--- src/rtl/tapctl_pkg.sv ---
package tapctl_pkg;
    localparam int TAP_W    = 7;
    localparam int TAP_MAX  = (1 << TAP_W) - 1;
    localparam int TAP_MID  = 1 << (TAP_W - 1);

    typedef logic [TAP_W-1:0] tap_t;

    // synchronized control levels
    typedef struct packed {
        logic sel_n;
        logic inc_n;
        logic up;
    } ctl_t;

    localparam ctl_t CTL_IDLE = '{sel_n: 1'b1, inc_n: 1'b1, up: 1'b0};

    // single-cycle events derived from the control levels
    typedef struct packed {
        logic step_up;
        logic step_dn;
        logic store;
    } evt_t;

    function automatic tap_t sat_step(input tap_t v, input logic up);
        if (up)
            return (v == tap_t'(TAP_MAX)) ? v : v + tap_t'(1);
        else
            return (v == '0) ? v : v - tap_t'(1);
    endfunction
endpackage

--- src/rtl/tapctl_sync.sv ---
module tapctl_sync
    import tapctl_pkg::*;
#(
    parameter int STAGES = 2
) (
    input  logic clk,
    input  logic rst,
    input  ctl_t raw_i,
    output ctl_t sync_o
);
    ctl_t stage_q [STAGES];

    generate
        for (genvar g = 0; g < STAGES; g++) begin : g_stage
            always_ff @(posedge clk) begin
                if (rst)
                    stage_q[g] <= CTL_IDLE;
                else if (g == 0)
                    stage_q[g] <= raw_i;
                else
                    stage_q[g] <= stage_q[(g == 0) ? 0 : g - 1];
            end
        end
    endgenerate

    assign sync_o = stage_q[STAGES-1];
endmodule

--- src/rtl/tapctl_events.sv ---
module tapctl_events
    import tapctl_pkg::*;
(
    input  logic clk,
    input  logic rst,
    input  ctl_t ctl_i,
    input  logic active_i,
    output evt_t evt_o
);
    ctl_t prev_q;

    always_ff @(posedge clk) begin
        if (rst) prev_q <= CTL_IDLE;
        else     prev_q <= ctl_i;
    end

    logic inc_fall;
    logic sel_rise;

    always_comb begin
        inc_fall      = prev_q.inc_n && !ctl_i.inc_n;
        sel_rise      = !prev_q.sel_n && ctl_i.sel_n;
        evt_o.step_up = active_i && !ctl_i.sel_n && inc_fall && ctl_i.up;
        evt_o.step_dn = active_i && !ctl_i.sel_n && inc_fall && !ctl_i.up;
        evt_o.store   = active_i && sel_rise && ctl_i.inc_n;
    end
endmodule

--- src/rtl/tapctl_nvcell.sv ---
module tapctl_nvcell
    import tapctl_pkg::*;
#(
    parameter int STORE_CYCLES = 200
) (
    input  logic clk,
    input  logic rst,
    input  logic factory_rst,
    input  logic wr_en_i,
    input  tap_t wr_data_i,
    output tap_t rd_data_o,
    output logic busy_o
);
    localparam int CNT_W = $clog2(STORE_CYCLES + 1);

    tap_t             cell_q;
    logic [CNT_W-1:0] cnt_q;

    // storage word survives ordinary reset
    always_ff @(posedge clk) begin
        if (factory_rst)  cell_q <= tap_t'(TAP_MID);
        else if (wr_en_i) cell_q <= wr_data_i;
    end

    always_ff @(posedge clk) begin
        if (rst || factory_rst) cnt_q <= '0;
        else if (wr_en_i)       cnt_q <= CNT_W'(STORE_CYCLES);
        else if (cnt_q != '0)   cnt_q <= cnt_q - CNT_W'(1);
    end

    assign rd_data_o = cell_q;
    assign busy_o    = (cnt_q != '0);
endmodule

--- src/rtl/updown_tap_ctrl.sv ---
module updown_tap_ctrl
    import tapctl_pkg::*;
#(
    parameter int SYNC_STAGES  = 2,
    parameter int PWRUP_CYCLES = 32,
    parameter int STORE_CYCLES = 200
) (
    input  logic             clk,
    input  logic             rst,
    input  logic             factory_rst,
    input  logic             sel_n_i,
    input  logic             inc_n_i,
    input  logic             up_ndown_i,
    output logic [TAP_W-1:0] tap_o,
    output logic             store_busy_o
);
    localparam int PW_W = $clog2(PWRUP_CYCLES + 1);

    ctl_t ctl_raw;
    ctl_t ctl_s;
    evt_t evt;
    tap_t nv_data;
    logic busy;
    logic recalled_q;
    logic [PW_W-1:0] pw_cnt_q;
    tap_t tap_q;

    assign ctl_raw = '{sel_n: sel_n_i, inc_n: inc_n_i, up: up_ndown_i};

    tapctl_sync #(.STAGES(SYNC_STAGES)) u_sync (
        .clk    (clk),
        .rst    (rst),
        .raw_i  (ctl_raw),
        .sync_o (ctl_s)
    );

    tapctl_events u_events (
        .clk      (clk),
        .rst      (rst),
        .ctl_i    (ctl_s),
        .active_i (recalled_q && !busy),
        .evt_o    (evt)
    );

    tapctl_nvcell #(.STORE_CYCLES(STORE_CYCLES)) u_nv (
        .clk         (clk),
        .rst         (rst),
        .factory_rst (factory_rst),
        .wr_en_i     (evt.store),
        .wr_data_i   (tap_q),
        .rd_data_o   (nv_data),
        .busy_o      (busy)
    );

    // power-up delay, recall, then saturating steps
    always_ff @(posedge clk) begin
        if (rst) begin
            pw_cnt_q   <= '0;
            recalled_q <= 1'b0;
            tap_q      <= '0;
        end else if (!recalled_q) begin
            if (pw_cnt_q == PW_W'(PWRUP_CYCLES - 1)) begin
                recalled_q <= 1'b1;
                tap_q      <= nv_data;
            end else begin
                pw_cnt_q <= pw_cnt_q + PW_W'(1);
            end
        end else if (evt.step_up || evt.step_dn) begin
            tap_q <= sat_step(tap_q, evt.step_up);
        end
    end

    assign tap_o        = tap_q;
    assign store_busy_o = busy;
endmodule

--- config.mk ---
export PLATFORM = sky130hd
export DESIGN_NAME = updown_tap_ctrl
export DESIGN_NICKNAME = d
export VERILOG_FILES = /design/src/rtl/tapctl_pkg.sv /design/src/rtl/tapctl_sync.sv /design/src/rtl/tapctl_events.sv /design/src/rtl/tapctl_nvcell.sv /design/src/rtl/updown_tap_ctrl.sv
export SDC_FILE = /design/constraint.sdc
export NUM_CORES = 1
export LEC_CHECK = 0
export ABC_AREA = 0
export CORE_MARGIN = 2
export CORE_UTILIZATION = 60
export DETAILED_ROUTE_END_ITERATION = 6
export DONT_BUFFER_PORTS = 1
export GPL_TIMING_DRIVEN = 1
export HOLD_SLACK_MARGIN = 0.12
export PLACE_DENSITY = 0.88
export SYNTH_ARGS = -nofsm -noshare
export SYNTH_HDL_FRONTEND = slang
export SYNTH_SLANG_ARGS = --single-unit
--- constraint.sdc ---
create_clock -name clk -period 4.8 [get_ports clk]
set_input_delay 0.96 -clock clk [delete_from_list [all_inputs] [get_ports clk]]
set_output_delay 0.96 -clock clk [all_outputs]
set_load 0.02 [all_outputs]
Word level (Yosys, flattened, before mapping):

Memories as Yosys holds them, arrays and structs flattened.
Cells that the tools add are included.

* memories: 1
* logic and storage cells: 60
* RAM bits: 6
* bits in registers: 31
* output and inout bits: 8

* bitwise logic cells: 4
* reductions and logical operators: 23
* equality and inequality tests: 5
* multiplexer cells: 15
* add/sub/neg operators: 4

Memory list
* u_sync.stage_q: depth 2, bits a word 3, rd ports 2, clocked after memory_dff 0, wr ports 2, RTL line tapctl_sync.sv:11 `ctl_t stage_q [STAGES];`

Operators by type and width (count)
* $mux 7: 6
* $mux 8: 2
* $logic_and 1x1->1: 9
* $reduce_bool 8->1: 1
* $sub 8x1->8 const B: 1
* $add 7x1->7 const B: 1
* $eq 7x7->1 const B: 1
* $logic_not 7->1: 1
* $sub 7x1->7 const B: 1
* $add 6x1->6 const B: 1
* $eq 6x5->1 const B: 1
* $mux 3: 2
* $ne 3x3->1 const B: 2
* $logic_not 1->1: 5
* $mux 1: 5
* $reduce_and 4->1: 1
* $reduce_bool 2->1: 2
* $logic_or 1x1->1: 2
* $ne 2x1->1 const B: 1
* $not 1->1: 2
* $or 1x1->1: 2
* $reduce_and 2->1: 1
* $reduce_or 2->1: 1

Longest topological paths before layout:

* word-level depth: 9
* gate-level depth with buffers: 12

Modules after synthesis:

A second synthesis with hierarchy kept.

* cell total of the unflattened synthesis: 189
* area, all modules: 1826.8 um^2

By module, submodules not included
* updown_tap_ctrl: cells an instance 98, area an instance 888.4 um^2, instances 1
* tapctl_nvcell: cells an instance 71, area an instance 693.2 um^2, instances 1
* tapctl_sync: cells an instance 12, area an instance 157.7 um^2, instances 1
* tapctl_events: cells an instance 8, area an instance 87.6 um^2, instances 1

Worst setup path after synthesis:

Ideal clock, no wire load.

* path type: register to register
* start: register u_nv.cnt_q[0]
* end: register tap_q[5], in the netlist tap_o[5]
* data arrival time: 2633 ps
* setup time: 88 ps
* slack: 2079 ps
* clock period less this slack: 2721 ps
* stages on the path, launching flop included: 12
* required time: 4712 ps
* path through: dfxtp_1 > inv_1 > ha_1 > nor3b_1 > and2_1 > buf_6 > nand4_1 > ha_1 > or4b_1 > o21ai_1 > a21oi_1 > a311oi_2

* longest elaborated chain between the ends: 9
* elaborated cells between the ends (all ways): 15
* classes of those cells: 3 x eq/ne; 3 x mux; 9 x reduce/logical

Ends and longest elaborated chain
* from (decl): RTL line tapctl_nvcell.sv:17 `logic [CNT_W-1:0] cnt_q;`
* from (signal assigned): RTL line tapctl_nvcell.sv:27 `else if (wr_en_i) cnt_q <= CNT_W'(STORE_CYCLES);`
* from (signal assigned): RTL line tapctl_nvcell.sv:28 `else if (cnt_q != '0) cnt_q <= cnt_q - CNT_W'(1);`
* $reduce_bool 8->1 (*): RTL line tapctl_nvcell.sv:32 `assign busy_o = (cnt_q != '0);`
* $logic_not 1->1 (*): RTL line updown_tap_ctrl.sv:41 `.active_i (recalled_q && !busy),`
* $logic_and 1x1->1 (*): RTL line updown_tap_ctrl.sv:41
* $logic_and 1x1->1 (*) (2 in series): RTL line tapctl_events.sv:23, tapctl_events.sv:24
* $logic_and 1x1->1, on equally long branches: RTL line tapctl_events.sv:23, tapctl_events.sv:24
* $logic_or 1x1->1 or $mux 7 (tied branches): RTL line updown_tap_ctrl.sv:68, tapctl_pkg.sv:25
* $ne 2x1->1 (no source line) or $mux 7 (tied branches)
* $reduce_and 4->1 (no source line) or $mux 7 (tied branches)
* to (signal assigned): RTL line updown_tap_ctrl.sv:64 `tap_q <= nv_data;`
* to (signal assigned): RTL line updown_tap_ctrl.sv:69 `tap_q <= sat_step(tap_q, evt.step_up);`
* to (decl): RTL line updown_tap_ctrl.sv:26 `tap_t tap_q;`

Every way passes the cells marked *; elsewhere a longest branch is shown, timed or not. The select of a mux whose other input is x is not followed.
A chain may end at the register's enable or synchronous reset.

Worst setup path after layout:

Ends and elaborated chain as after synthesis.

==> implementation parameters <==
Parameter                              Value

GRT
  Largest net degree at the start of global routing ... 23
  Combined global-route utilization of all metal layers ... 22.2%
  Number of global-route vias before repair ... 1332
  Total congestion overflow after global routing ... 0
  Antenna violations before repair ... 0
  Wire length of the first global-routing pass ... 5870 um

Synthesis
  Sequential share of the synthesized area ... 40.7%
  Fraction of synthesized cell area in xor and xnor cells ... 7.02%
  Compound-cell area share of the yosys netlist ... 11.1%
  Multiplexer share of the synthesized area ... 7.15%
  Commonest cells in the netlist ... dfxtp_1, nor2_1, mux2i_1
  Dominant synthesized flop cell ... dfxtp_1
  Dominant combinational cell family by area after synthesis ... simple AND/OR/NAND/NOR gates
  Average footprint of a synthesized cell ... 9.52 um^2
  Number of enable-type register cells in the synthesized netlist ... 0
  Cell type with the largest total area after synthesis ... dfxtp_1
  Library cells used by synthesis ... 44
  Adder-cell share of the synthesized area ... 6.60%
  Synth Instances ... 191
  Biggest area contributors in the synthesized netlist ... dfxtp_1, mux2i_1, ha_1
  Post-synth top area share ... 40.7%
  Mapped cell area ... 1820 um^2
  Async set-reset flop share out of synthesis ... 0%
  Simple-gate portion of the synthesized area ... 23.9%
  Number of warnings issued by yosys ... 0
  Synth Register Bits ... 37
  Post-Syn Nets ... 206
  Library cell with the highest instance count after synthesis ... dfxtp_1

Cells and area
  Filler cell count in the final layout ... 227
  Fin nets ... 205
  Synthesis-to-finish area growth ... 4.26%
  Share of post-route cells with drive strength above 1 ... 10.5%
  # diodes ... 0

Critical path
  Worst setup SP type ... register
  Startpoint of the worst-slack reg-to-reg timing path ... u_nv.cnt_q[0]$_SDFFE_PP0P_
  Worst endpoint data arrival time ... 3540 ps
  Number of cells on the worst reg-to-reg path ... 10
  Nature of the critical path endpoint ... register
  Required time of the critical path ... 5060 ps
  Setup slack of the worst register-to-register path ... 1530 ps
  Maximum fanout along the worst path ... 10
  Critical Setup Path Class ... register to register
  Destination of the worst register-to-register timing path ... tap_o[5]$_SDFFE_PP0P_

Floorplan
  DIE HEIGHT ... 59.1 um
  Core outline area ... 2830 um^2
  Die extent in x ... 59.1 um
  Area enclosed by the die boundary ... 3490 um^2
  Row count ... 19
  Io pins ... 14
  Initial Util ... 64.3%

STA
  Peak Freq ... 306 MHz
  Min Tclk post-route ... 3270 ps
  Number of slew-limit violations in the final report ... 0
  Total of endpoints with negative setup slack in the final report ... 0
  Slew Limit Headroom ... 52.3%
  Transition at the pin with the smallest max-transition slack ... 715 ps
  Final setup skew ... 11.2 ps
  Final TNS setup ... 0 ps
  Setup repair after global routing missed its margin ... false
  Number of hold-slack violations in the final timing report ... 0
  Share of the clock period used by the worst path after layout ... 68.1%

CTS
  Clock tree root driver cell ... clkbuf_4
  Insertion delay of the later-clocked pin in the worst-skew pair ... 350 ps
  CTS Buf Count ... 5
  Number of gates given a new drive strength after cts ... 0
  Number of buffers inserted to repair setup after CTS ... 0
  Clock-pin slew of the registers on the worst-case setup and hold paths ... 120 ps
  Deepest level of the CTS H-tree ... 2
  TritonCTS sink count ... 37
  Number of buffers on the longest clock path ... 2
  Clock tree from TritonCTS ... built
  Post-CTS Hold Fix Bufs ... 0

Worst hold path
  End point of the worst hold path ... u_sync.stage_q[1][1]$_SDFF_PP1_
  Worst Hold Class ... register to register
  Hold Crit Depth ... 1
  Worst min-delay path startpoint ... u_sync.stage_q[0][1]$_SDFF_PP1_

Run
  # Max-Cap Violations ... 0

Placement
  # port buffers ... 0
  DP HPWL ... 2550 um
  Final weighted congestion in routability-driven placement ... 0.852

Power
  Tot Pwr ... 855 uW
  Static leakage power ... 0.717 nW
  Ratio of total power to cell area ... 451 nW/um^2
  Worst vdd rail ir drop ... 0.266 mV

Detailed routing
  Total routed wirelength ... 3520 um
  Average routed wire per standard cell ... 15.8 um
  Number of vias per cell ... 6.41
  Initial DRC Count ... 99
  Remaining antenna violation count after routing ... 0
  Via count of the routed design ... 1423
  DRC viols ... 0
  DRT Pass-1 Iters ... 4

Run status
  Run status ... complete, no violations
metrics by stage:
step	hold slack (ps)	worst slack [ps]	cell area [um^2]	utilization, %	cells
after floorplan	389	2080	1820	-	191
after global placement	392	1820	1810	64.1	214
after detailed placement	398	1610	1810	64.1	214
after CTS	426	1560	1900	67.1	222
after global routing	448	1330	1900	67.1	222
final	425	1530	1900	67.1	222
worst max-delay path by stage:
| stage | startpoint | end | slack [ps] | cells past startpoint |
|---|---|---|---|---|
| after floorplan | u_nv.cnt_q[0]$_SDFFE_PP0P_ | tap_o[5]$_SDFFE_PP0P_ | 2080 | 11 |
| after global placement | u_nv.cnt_q[0]$_SDFFE_PP0P_ | tap_o[5]$_SDFFE_PP0P_ | 1820 | 10 |
| after detailed placement | u_nv.cnt_q[0]$_SDFFE_PP0P_ | tap_o[5]$_SDFFE_PP0P_ | 1610 | 10 |
| after CTS | u_nv.cnt_q[0]$_SDFFE_PP0P_ | tap_o[5]$_SDFFE_PP0P_ | 1560 | 10 |
| after global routing | u_nv.cnt_q[0]$_SDFFE_PP0P_ | tap_o[4]$_SDFFE_PP0P_ | 1330 | 11 |
| final | u_nv.cnt_q[0]$_SDFFE_PP0P_ | tap_o[5]$_SDFFE_PP0P_ | 1530 | 10 |
final cells by class:
class	count	area, um^2	area share, %
multi-input cells	141	1010	53.5
clock buffers	5	37.5	1.98
well taps	31	38.8	2.04
flip-flops and latches	37	741	39.1
inverters	5	18.8	0.989
clock inverters	3	46.3	2.44
layer usage:
| layer | vias up | routed length, um | GRT usage [%] |
|---|---|---|---|
| met5 | - | 0 | 0 |
| met3 | 12 | 197 | 5.90 |
| met4 | 0 | 96 | 11.0 |
| met2 | 46 | 1690 | 36.8 |
| met1 | 680 | 1530 | 26.5 |
| li1 | 685 | - | - |
state kept, by name (all words and copies together) (netlist names):
signal	count
pw_cnt_q	6
recalled_q	1
tap_o	7
u_events.prev_q	2
u_nv.cnt_q	8
u_nv.rd_data_o	7
u_sync.stage_q	6
placed cells by master, fill, tap and decap left out, types with 2 or more instances in the layout:
cell type	instances
nor3_1	7
and4_1	2
and2_1	3
nand3_1	6
mux2i_1	13
xor2_1	5
inv_1	4
nor2_1	19
nor2b_1	3
nand2_1	11
a21oi_1	8
dfxtp_1	37
clkbuf_4	5
or4_1	2
xnor2_1	7
a211oi_1	3
or2_2	7
nor3b_1	3
nor4_1	3
a21o_1	3
nand4_1	6
ha_1	8
a31oi_1	2
o21ai_1	2
where the power goes:
group          switching, mW  internal, mW  total (mW)
clock                  0.108         0.110       0.218
sequential            0.0283         0.336       0.364
combinational          0.162         0.112       0.273
total                  0.297         0.558       0.855
critical path, stage by stage (launching register included):
cell	delay, ps
dfxtp_1	350
inv_1	150
ha_1	200
nor3b_1	320
and2_1	400
nand4_1	380
ha_1	510
or4b_1	480
o21ai_1	80
a21oi_1	60
a311oi_2	260
kinds of logic (layout without fill, tap and decap cells):
group / Yosys count / in the layout
buffers and inverters: 13 / 13
multiplexers: 13 / 13
AND/OR/NAND/NOR: 78 / 78
XOR/XNOR: 13 / 13
flip-flops: 37 / 37
adder cells (fa/ha/maj): 9 / 9
AO/OA/AOI/OAI: 28 / 28
(Power assumes the default switching activity.)
